$ cat src/rtl/fpmul_pkg.sv
package fpmul_pkg;

    // Operand type codes; the normal code is 10x, this design emits 100
    typedef enum logic [2:0] {
        CLS_ZERO = 3'b000,
        CLS_SUB  = 3'b001,
        CLS_NORM = 3'b100,
        CLS_INF  = 3'b110,
        CLS_NAN  = 3'b111
    } fp_class_e;

endpackage

$ cat src/rtl/fpmul_classify.sv
module fpmul_classify
    import fpmul_pkg::*;
#(
    parameter int EXP_W  = 8,
    parameter int FRAC_W = 23
) (
    input  logic [EXP_W+FRAC_W:0] op,
    output fp_class_e             cls,
    output logic [FRAC_W:0]       sig,
    output logic [EXP_W-1:0]      exp_eff
);

    logic [EXP_W-1:0]  exp_f;
    logic [FRAC_W-1:0] frac_f;
    logic              exp_zero, exp_ones, frac_zero;

    always_comb begin
        exp_f     = op[FRAC_W +: EXP_W];
        frac_f    = op[FRAC_W-1:0];
        exp_zero  = (exp_f == '0);
        exp_ones  = &exp_f;
        frac_zero = (frac_f == '0);

        if (exp_zero && frac_zero)  cls = CLS_ZERO;
        else if (exp_zero)          cls = CLS_SUB;
        else if (exp_ones)          cls = frac_zero ? CLS_INF : CLS_NAN;
        else                        cls = CLS_NORM;

        // subnormals: hidden bit 0, exponent pinned at the minimum
        sig     = {!exp_zero, frac_f};
        exp_eff = exp_zero ? EXP_W'(1) : exp_f;
    end

endmodule

$ cat src/rtl/fpmul_special.sv
module fpmul_special
    import fpmul_pkg::*;
#(
    parameter int EXP_W  = 8,
    parameter int FRAC_W = 23
) (
    input  fp_class_e             cls_a,
    input  fp_class_e             cls_b,
    input  logic                  sign,
    output logic                  spec,
    output logic [EXP_W+FRAC_W:0] spec_res
);

    localparam logic [EXP_W+FRAC_W:0] QNAN =
        {1'b0, {EXP_W{1'b1}}, 1'b1, {(FRAC_W-1){1'b0}}};

    logic any_nan, any_inf, any_zero;

    always_comb begin
        any_nan  = (cls_a == CLS_NAN)  || (cls_b == CLS_NAN);
        any_inf  = (cls_a == CLS_INF)  || (cls_b == CLS_INF);
        any_zero = (cls_a == CLS_ZERO) || (cls_b == CLS_ZERO);
        spec     = any_nan || any_inf || any_zero;

        if (any_nan || (any_inf && any_zero)) spec_res = QNAN;
        else if (any_inf)                      spec_res = {sign, {EXP_W{1'b1}}, {FRAC_W{1'b0}}};
        else                                   spec_res = {sign, {(EXP_W+FRAC_W){1'b0}}};
    end

endmodule

$ cat src/rtl/fpmul_round.sv
module fpmul_round #(
    parameter int EXP_W  = 8,
    parameter int FRAC_W = 23
) (
    input  logic                      sign,
    input  logic [2*FRAC_W+1:0]       prod,
    input  logic [EXP_W:0]            esum,
    output logic [EXP_W+FRAC_W:0]     res
);

    localparam int PROD_W = 2*FRAC_W + 2;
    localparam int PAD    = FRAC_W + 2;
    localparam int EXT_W  = PROD_W + PAD;
    localparam int LZ_W   = $clog2(PROD_W + 1);
    localparam int BE_W   = EXP_W + 4;
    localparam int BIAS   = (1 << (EXP_W-1)) - 1;
    localparam int EMAX   = (1 << EXP_W) - 1;
    localparam int SH_MAX = PROD_W + 2;
    localparam int SH_W   = $clog2(SH_MAX + 1);
    localparam int MAG_W  = EXP_W + FRAC_W;

    logic [LZ_W-1:0]          lz;
    logic                     found;
    logic [PROD_W-1:0]        norm;
    logic signed [BE_W-1:0]   be, sh_full;
    logic [SH_W-1:0]          sh;
    logic [EXP_W-1:0]         expf;
    logic                     ovf, lost, guard, sticky, up;
    logic [EXT_W-1:0]         ext, shifted;
    logic [FRAC_W-1:0]        frac;
    logic [MAG_W-1:0]         mag;

    always_comb begin
        // leading-zero count over the whole product (subnormal inputs)
        lz    = '0;
        found = 1'b0;
        for (int i = PROD_W-1; i >= 0; i--) begin
            if (!found) begin
                if (prod[i]) found = 1'b1;
                else         lz = lz + LZ_W'(1);
            end
        end
        norm = prod << lz;

        be = $signed({{(BE_W-EXP_W-1){1'b0}}, esum})
           - $signed(BE_W'(BIAS - 1))
           - $signed({{(BE_W-LZ_W){1'b0}}, lz});

        sh_full = BE_W'(1 - be);
        if (be > 0) begin
            sh   = '0;
            expf = be[EXP_W-1:0];
            ovf  = (be >= EMAX);
        end else begin
            sh   = (sh_full > SH_MAX) ? SH_W'(SH_MAX) : sh_full[SH_W-1:0];
            expf = '0;
            ovf  = 1'b0;
        end

        // one right shift serves both denormalisation and the plain case
        ext     = {norm, {PAD{1'b0}}};
        shifted = ext >> sh;
        lost    = ((shifted << sh) != ext);
        frac    = shifted[EXT_W-2 -: FRAC_W];
        guard   = shifted[EXT_W-2-FRAC_W];
        sticky  = (|shifted[EXT_W-3-FRAC_W:0]) || lost;
        up      = guard && (sticky || frac[0]);

        // carry out of the fraction bumps the exponent field directly
        mag = {expf, frac} + MAG_W'(up);
        if (ovf || (&mag[MAG_W-1:FRAC_W]))
            res = {sign, {EXP_W{1'b1}}, {FRAC_W{1'b0}}};
        else
            res = {sign, mag};
    end

endmodule

$ cat src/rtl/fp_mult_sp.sv
module fp_mult_sp
    import fpmul_pkg::*;
#(
    parameter int EXP_W  = 8,
    parameter int FRAC_W = 23
) (
    input  logic                  clk,
    input  logic                  rst_n,
    input  logic                  in_vld,
    input  logic [EXP_W+FRAC_W:0] op_a,
    input  logic [EXP_W+FRAC_W:0] op_b,
    output logic                  out_vld,
    output logic [EXP_W+FRAC_W:0] out_res
);

    localparam int W      = 1 + EXP_W + FRAC_W;
    localparam int SIG_W  = FRAC_W + 1;
    localparam int PROD_W = 2 * SIG_W;
    localparam int ESUM_W = EXP_W + 1;
    localparam int BIAS   = (1 << (EXP_W-1)) - 1;
    localparam int EMAX   = (1 << EXP_W) - 1;
    localparam logic [W-1:0] QNAN = {1'b0, {EXP_W{1'b1}}, 1'b1, {(FRAC_W-1){1'b0}}};

    typedef struct packed {
        logic              vld;
        logic              spec;
        logic [W-1:0]      spec_res;
        logic              sign;
        fp_class_e         cls_a;
        fp_class_e         cls_b;
        logic [PROD_W-1:0] prod;
        logic [ESUM_W-1:0] esum;
    } stage1_t;

    typedef struct packed {
        logic         vld;
        logic [W-1:0] res;
    } stage2_t;

    typedef struct packed {
        stage1_t s1;
        stage2_t s2;
    } pipe_t;

    pipe_t             pipe_d, pipe_q;
    logic [W-1:0]      ops     [2];
    fp_class_e         cls     [2];
    logic [SIG_W-1:0]  sig     [2];
    logic [EXP_W-1:0]  exp_eff [2];
    logic              sign_d, spec_d;
    logic [W-1:0]      spec_res_d, rnd_res;

    assign ops[0] = op_a;
    assign ops[1] = op_b;
    assign sign_d = op_a[W-1] ^ op_b[W-1];

    for (genvar g = 0; g < 2; g++) begin : g_cls
        fpmul_classify #(.EXP_W(EXP_W), .FRAC_W(FRAC_W)) u_cls (
            .op      (ops[g]),
            .cls     (cls[g]),
            .sig     (sig[g]),
            .exp_eff (exp_eff[g])
        );
    end

    fpmul_special #(.EXP_W(EXP_W), .FRAC_W(FRAC_W)) u_spec (
        .cls_a    (cls[0]),
        .cls_b    (cls[1]),
        .sign     (sign_d),
        .spec     (spec_d),
        .spec_res (spec_res_d)
    );

    fpmul_round #(.EXP_W(EXP_W), .FRAC_W(FRAC_W)) u_rnd (
        .sign (pipe_q.s1.sign),
        .prod (pipe_q.s1.prod),
        .esum (pipe_q.s1.esum),
        .res  (rnd_res)
    );

    always_comb begin
        pipe_d             = pipe_q;
        pipe_d.s1.vld      = in_vld;
        pipe_d.s1.spec     = spec_d;
        pipe_d.s1.spec_res = spec_res_d;
        pipe_d.s1.sign     = sign_d;
        pipe_d.s1.cls_a    = cls[0];
        pipe_d.s1.cls_b    = cls[1];
        pipe_d.s1.prod     = PROD_W'(sig[0]) * PROD_W'(sig[1]);
        pipe_d.s1.esum     = ESUM_W'(exp_eff[0]) + ESUM_W'(exp_eff[1]);
        pipe_d.s2.vld      = pipe_q.s1.vld;
        pipe_d.s2.res      = pipe_q.s1.spec ? pipe_q.s1.spec_res : rnd_res;
    end

    always_ff @(posedge clk or negedge rst_n) begin
        if (!rst_n) pipe_q <= '0;
        else        pipe_q <= pipe_d;
    end

    assign out_vld = pipe_q.s2.vld;
    assign out_res = pipe_q.s2.res;

    // ---------------- assertions ----------------
    logic s1_nan_case, s1_both_norm;
    always_comb begin
        s1_nan_case = (pipe_q.s1.cls_a == CLS_NAN) || (pipe_q.s1.cls_b == CLS_NAN)
                   || ((pipe_q.s1.cls_a == CLS_INF)  && (pipe_q.s1.cls_b == CLS_ZERO))
                   || ((pipe_q.s1.cls_a == CLS_ZERO) && (pipe_q.s1.cls_b == CLS_INF));
        s1_both_norm = (pipe_q.s1.cls_a == CLS_NORM) && (pipe_q.s1.cls_b == CLS_NORM);
    end


    valid_latency_chk: assert property (@(posedge clk) disable iff (!rst_n)
        out_vld == $past(in_vld, 2));


    canonical_nan_chk: assert property (@(posedge clk) disable iff (!rst_n)
        pipe_q.s1.vld && s1_nan_case |=> out_res == QNAN);


    sign_xor_chk: assert property (@(posedge clk) disable iff (!rst_n)
        pipe_q.s1.vld && !s1_nan_case |=> out_res[W-1] == $past(pipe_q.s1.sign));


    overflow_inf_chk: assert property (@(posedge clk) disable iff (!rst_n)
        pipe_q.s1.vld && s1_both_norm && (pipe_q.s1.esum >= ESUM_W'(EMAX + BIAS))
        |=> out_res[W-2:0] == {{EXP_W{1'b1}}, {FRAC_W{1'b0}}});


    underflow_zero_chk: assert property (@(posedge clk) disable iff (!rst_n)
        pipe_q.s1.vld && s1_both_norm && (pipe_q.s1.esum <= ESUM_W'(BIAS - FRAC_W - 4))
        |=> out_res[W-2:0] == '0);

endmodule

$ cat config.mk
export PLATFORM = sky130hd
export DESIGN_NAME = fp_mult_sp
export DESIGN_NICKNAME = d
export VERILOG_FILES = /design/src/rtl/fpmul_pkg.sv /design/src/rtl/fpmul_classify.sv /design/src/rtl/fpmul_special.sv /design/src/rtl/fpmul_round.sv /design/src/rtl/fp_mult_sp.sv
export SDC_FILE = /design/constraint.sdc
export NUM_CORES = 2
export LEC_CHECK = 0
export BUFFER_PORTS_ARGS = -buffer_cell sky130_fd_sc_hd__buf_2
export CAP_MARGIN = 30
export CORE_ASPECT_RATIO = 1.25
export CORE_MARGIN = 1
export CORE_UTILIZATION = 41
export CTS_BUF_LIST = sky130_fd_sc_hd__clkbuf_4 sky130_fd_sc_hd__clkbuf_8
export DETAILED_ROUTE_END_ITERATION = 6
export GPL_TIMING_DRIVEN = 0
export PLACE_DENSITY = 0.68
export SLEW_MARGIN = 20
export SYNTH_ARGS = -nofsm -noshare
export SYNTH_HDL_FRONTEND = slang
export SYNTH_SLANG_ARGS = --single-unit
$ cat constraint.sdc
create_clock -name clk -period 35.6 [get_ports clk]
set_clock_uncertainty 0.1 [all_clocks]
set_input_delay 7.12 -clock clk [delete_from_list [all_inputs] [get_ports clk]]
set_output_delay 7.12 -clock clk [all_outputs]
set_load 0.1 [all_outputs]
== After elaboration in Yosys (flattened, before gate mapping) ==
Cells that the tools add are included.

* $add $sub $neg: 52
* Multiply operators: 1
* Order comparisons: 3
* Equal/unequal tests: 5
* Shift-type cells: 3
* Multiplexer cells: 206
* Bitwise gates (word level): 1
* Reductions and logical operators: 25

{| class="wikitable"
|+ Operator list
! operator !! count
|-
| 2-to-1 mux 6 bit || 96
|-
| adder 6 x 1 -> 6 bit, second input constant || 46
|-
| 2-to-1 mux 1 bit || 97
|-
| != test 73 bit || 1
|-
| left shift 73 x 6 -> 73 bit || 1
|-
| right shift 73 x 6 -> 73 bit || 1
|-
| 2-to-1 mux 32 bit || 2
|-
| 2-to-1 mux 31 bit || 2
|-
| multiplier 24 x 24 -> 48 bit || 1
|-
| OR reduction 48 bit || 1
|-
| left shift 48 x 6 -> 48 bit || 1
|-
| zero test 23 bit || 2
|-
| adder 31 x 1 -> 31 bit || 1
|-
| 2-to-1 mux 8 bit || 3
|-
| AND reduction 8 bit || 3
|-
| 2-to-1 mux 3 bit || 6
|-
| zero test 8 bit || 2
|-
| equality test 3 bit, second input constant || 4
|-
| >= comparator 12 x 9 -> 1 bit, second input constant || 1
|-
| greater-than comparator 12 x 1 -> 1 bit, second input constant || 1
|-
| greater-than comparator 12 x 7 -> 1 bit, second input constant || 1
|-
| subtractor 2 x 12 -> 12 bit, first input constant || 1
|-
| subtractor 10 x 7 -> 11 bit || 1
|-
| subtractor 9 x 7 -> 10 bit, second input constant || 1
|-
| 7 further kinds || 20
|}

* Bits in registers: 125
* Input bits: 67
* Output and inout bits: 33
* Logic and storage cells: 304

== Longest topological paths before layout ==
* Word-level depth: 158
* Mapped depth: 202

== Modules after synthesis ==
Synthesis repeated with hierarchy kept, for this count alone.

* Cell total of the unflattened synthesis: 6019
* Area total of the unflattened synthesis: 46062.9 sq um

{| class="wikitable"
|+ Modules (own cells, without submodules)
! module !! instances !! cells an instance !! area an instance (sq um) !! sequential area each (sq um)
|-
| fp_mult_sp || 1 || 2399 || 22969.5 || 3128.0
|-
| fpmul_round || 1 || 3486 || 22141.2 || 0.0
|-
| fpmul_classify || 2 || 47 || 336.6 || 0.0
|-
| fpmul_special || 1 || 40 || 279.0 || 0.0
|}

== Worst setup path after synthesis ==
Ideal clock, no wire load.

* Path kind: flip-flop to flip-flop
* Start point: reg pipe_q[88] in the netlist's numbering
* End point: reg pipe_q (netlist bit out_res[0])
* Setup time: 0.129 ns
* Arrival: 36.091 ns
* Required time: 35.371 ns
* Path slack: -0.720 ns
* Cell stages (with the launch flop): 195
* Buffers on the path: 8
* Clock period less this slack: 36.320 ns
* Cell sequence: dfrtp_1 -> or2_2 -> inv_1 -> ha_1 -> nor3_1 -> nor2_1 -> ha_1 -> nor4_1 -> a211o_1 -> inv_1 -> ha_1 -> nand2_1 -> o21ai_0 -> ha_1 -> nor2_1 -> nor2_1 -> o21ai_0 -> inv_1 -> [159 not listed] -> clkbuf_1 -> clkbuf_1 -> clkbuf_1 -> clkbuf_1 -> a22o_1 -> nor2_1 -> a211oi_1 -> mux2i_1 -> a22o_1 -> a21o_1 -> mux4_2 -> mux2_2 -> mux2_2 -> nor2_1 -> a211oi_1 -> nor4_1 -> nand4_1 -> o41a_1

{| class="wikitable"
|+ RTL lines
! what !! line !! RTL
|-
| start, declared || fp_mult_sp.sv:45 || <nowiki>pipe_t pipe_d, pipe_q;</nowiki>
|-
| start signal, assigned || fp_mult_sp.sv:97 || <nowiki>else pipe_q <= pipe_d;</nowiki>
|}

==> flow_summary_export.csv <==
group,metric,value,unit
global_route,grt_pass1_wl,317000,um
clock_network,clock_tree.root_cell,"clkbuf_8",
synth,syn-num-nets,6110,
synth,synth_edf_count,0,
floorplan,start_util,41.6,%
place,portBuffers,96,
outcome,run_status,"complete, but fails checks",
synth,ys_types,114,
clock_network,cts_tree,"yes",
synth,async_reset_ff_share,100,%
drt,wl_per_cell,32.1,um
job,drv_cap,0,
timing,timing.final.crit_share,101,%
synth,synthCells,5322,
clock_network,cts_buffers,9,
worst_setup_path,ff2ff_setup_slack,-0.48,ns
hold_path,worstHoldStart,"pipe_d[32]$_DFF_PN0_",
worst_setup_path,slowest_delay,0.76,ns
layout,drive_gt1_share,17.3,%
worst_setup_path,required,35.88,ns
drt,final_antenna_net_count,0,
layout,multi_input_area,0.0374,mm2
timing,slew_headroom,20.4,%
drt,drc_errors,0,
place,hpwl,180000,um
timing,setup_tns,-4.80,ns
synth,netlist_area,0.0414,mm2
synth,synth-seq-cells,96,
worst_setup_path,critPathSlowestCell,"buf_1",
worst_setup_path,critPathKind,"reg -> reg",
place,gp_congestion,1.14,
worst_setup_path,reg2reg_from,"pipe_q[88]$_DFF_PN0_",
timing,setup_slack,-0.475,ns
drt,routed.top_layer,"met5",
drt,wl_met3,19800,um
drt,wl,225000,um
floorplan,num_rows,129,
worst_setup_path,r2r_end,"out_res[0]$_DFF_PN0_",
clock_network,worstSkewPairLatency,0.53,ns
layout,nets,6483,
worst_setup_path,start_kind,"flop",
layout,fin_cells,7016,
place,place_inst,6778,
worst_setup_path,reg2reg_depth,187,
global_route,grt_max_degree,56,
worst_setup_path,arrival,36.36,ns
worst_setup_path,path_common_cell,"ha_1",
synth,avgSynthCellArea,7.77,um2
layout,area_growth_syn_to_layout,17.6,%
drt,wl_met2,104000,um
clock_network,h-tree-depth,3,
hold_path,min_delay_worst_endpoint,"out_vld$_DFF_PN0_",
drt,first_iter_violations,4094,
timing,finalHoldViolCount,0,
drt,vias,44013,
synth,yosys-top-cells-area,"fa_1 23%, ha_1 7.2%, nand2_1 6.8%",
floorplan,design.core.area,0.0994,mm2
outcome,failed_checks,"negative setup slack",
timing,min_period,36.08,ns
timing,setup_viol,26,
worst_setup_path,crit_start,"pipe_q[88]$_DFF_PN0_",
synth,yosysSeqAreaShare,5.81,%
drt,vias_per_cell,6.27,
timing,drv_slew,0,
floorplan,die_w,286,um
synth,synth_top_cell_area_share,23.4,%
synth,yosys_most_used_dff,"dfrtp_1",
global_route,overflow,0,
hold_path,min_delay_path_depth,0,
clock_network,cts_sinks,96,
worst_setup_path,cp-end-kind,"flop",
global_route,grt_usage,43.9,%
timing,rsz0062_at_grt,"true",
synth,synth_area_leader_cell,"fa_1",
timing,max_freq,0.0277,GHz
global_route,grt_pass1_vias,43322,
layout,seqCellArea,0.00241,mm2
drt,drt-met1-wl,75300,um
floorplan,fp.dieH,357,um
layout,n_fill_cell,9964,
synth,synth_warnings,0,
clock_network,clock_path_buffers,2,
floorplan,die_area,0.102,mm2
floorplan,io-pin-count,100,
drt,drt-pass1-iter-count,6,
timing,tightest_slew,1.19,ns
hold_path,min_path_type,"reg -> reg",
clock_network,clk_pin_slew_worst_paths,0.12,ns
worst_setup_path,path_max_fanout,10,
global_route,antenna_found_initial,10,
## state kept, by name, summed over array words and instances (netlist names)
register	cells
pipe_q	62
out_res	32
out_vld	1
pipe_d	1
## worst max-delay path by stage
stage	endpoint	slack (ns)	depth (start not counted)
after CTS	out_res[0]$_DFF_PN0_	0.006	197
after global placement	out_res[17]$_DFF_PN0_	-9.03	190
after floorplan	out_res[0]$_DFF_PN0_	0.01	195
final	out_res[0]$_DFF_PN0_	-0.48	187
after global routing	out_res[0]$_DFF_PN0_	-1.78	194
after detailed placement	out_res[18]$_DFF_PN0_	-8.49	195
## cells in the mapped netlist, drive strengths merged, types with 89 or more instances
master,count
nor3,124
ha,237
nor2,430
o21ai,194
clkbuf,283
xnor2,160
mux2i,256
fa,484
dfrtp,96
nand2,752
nand3,89
inv,578
and2,274
a21oi,284
## cell families (layout without fill, tap and decap cells)
logic type	count (synthesis)	in the layout	synth area share [%]
adders and majority gates	723	723	30.7
buffers and inverters	947	1324	8.95
muxes	361	361	10.3
AOI/OAI and AO/OA	966	966	15.3
and+or+nand+nor	1976	1976	22.5
xor gates and xnor gates	253	253	6.46
other	0	7	0
DFF	96	96	5.81
## through the flow
stage          setup WS [ns]  hold slack [ns]  utilization (%)  cell area, um2
3_3_place_gp           -9.03            0.235             43.7           43500
4_1_cts              0.00584            0.272             47.1           46800
2_1_floorplan         0.0147            0.231                -           41400
3_5_place_dp           -8.49            0.246             44.3           44100
5_1_grt                -1.78            0.285             48.9           48600
6_report              -0.475            0.270             48.9           48600
## layout by cell type (no fill, tap or decap), drive strengths merged, types with 34 or more instances in the layout
cell	Yosys	routed
dfrtp	96	96
nand2b	39	39
o21ai	194	194
and2	274	274
buf	85	460
nand2	752	752
xor2	67	67
nor2	430	430
nand4	39	39
fa	484	484
a31oi	46	46
a21oi	284	284
ha	237	237
inv	578	579
clkbuf	283	276
mux4	45	45
o21bai	34	34
xnor2	160	160
and3	36	36
nand3	89	89
mux2i	256	256
nor2b	47	47
a21o	37	37
mux2	60	60
a211oi	43	43
nor4	48	48
nor3	124	124
## timing repair
action | CTS | global route
gates resized for setup | 415 | 263
pin swaps | 112 | 155
setup endpoints to repair | 31 | 31
cloned | 0 | 1
hold buffers | 0 | 0
buffers inserted | 121 | 88
## worst max-delay path: cells and delay by family (launching register included)
kind            cells  cell delay, ns
fa+ha+maj          46           12.72
compound gates     49            8.85
mux                25            5.01
simple gates       51            4.52
buf+inv            15            3.95
flops               1            0.48
xor+xnor            1            0.17
## area by class of cell
type | count | share of cell area (%)
multi-input combinational | 4279 | 77.0
buffer | 363 | 4.06
tap | 1310 | 3.37
antenna | 7 | 0.0360
clock inverter | 6 | 0.237
timing repair buffer | 367 | 5.61
clock buffer | 9 | 0.255
sequential | 96 | 4.95
inverter | 579 | 4.51
## per-layer routing
metal  vias up  GRT usage, %
met5         -             0
met1     21788          45.7
met3      1009          12.4
met2      2539          70.9
met4         8          42.1
li1      18669             -
Power is left out: the tool's default activity adds up to more than one toggle a clock period on the data nets, which glitch-free logic cannot reach.
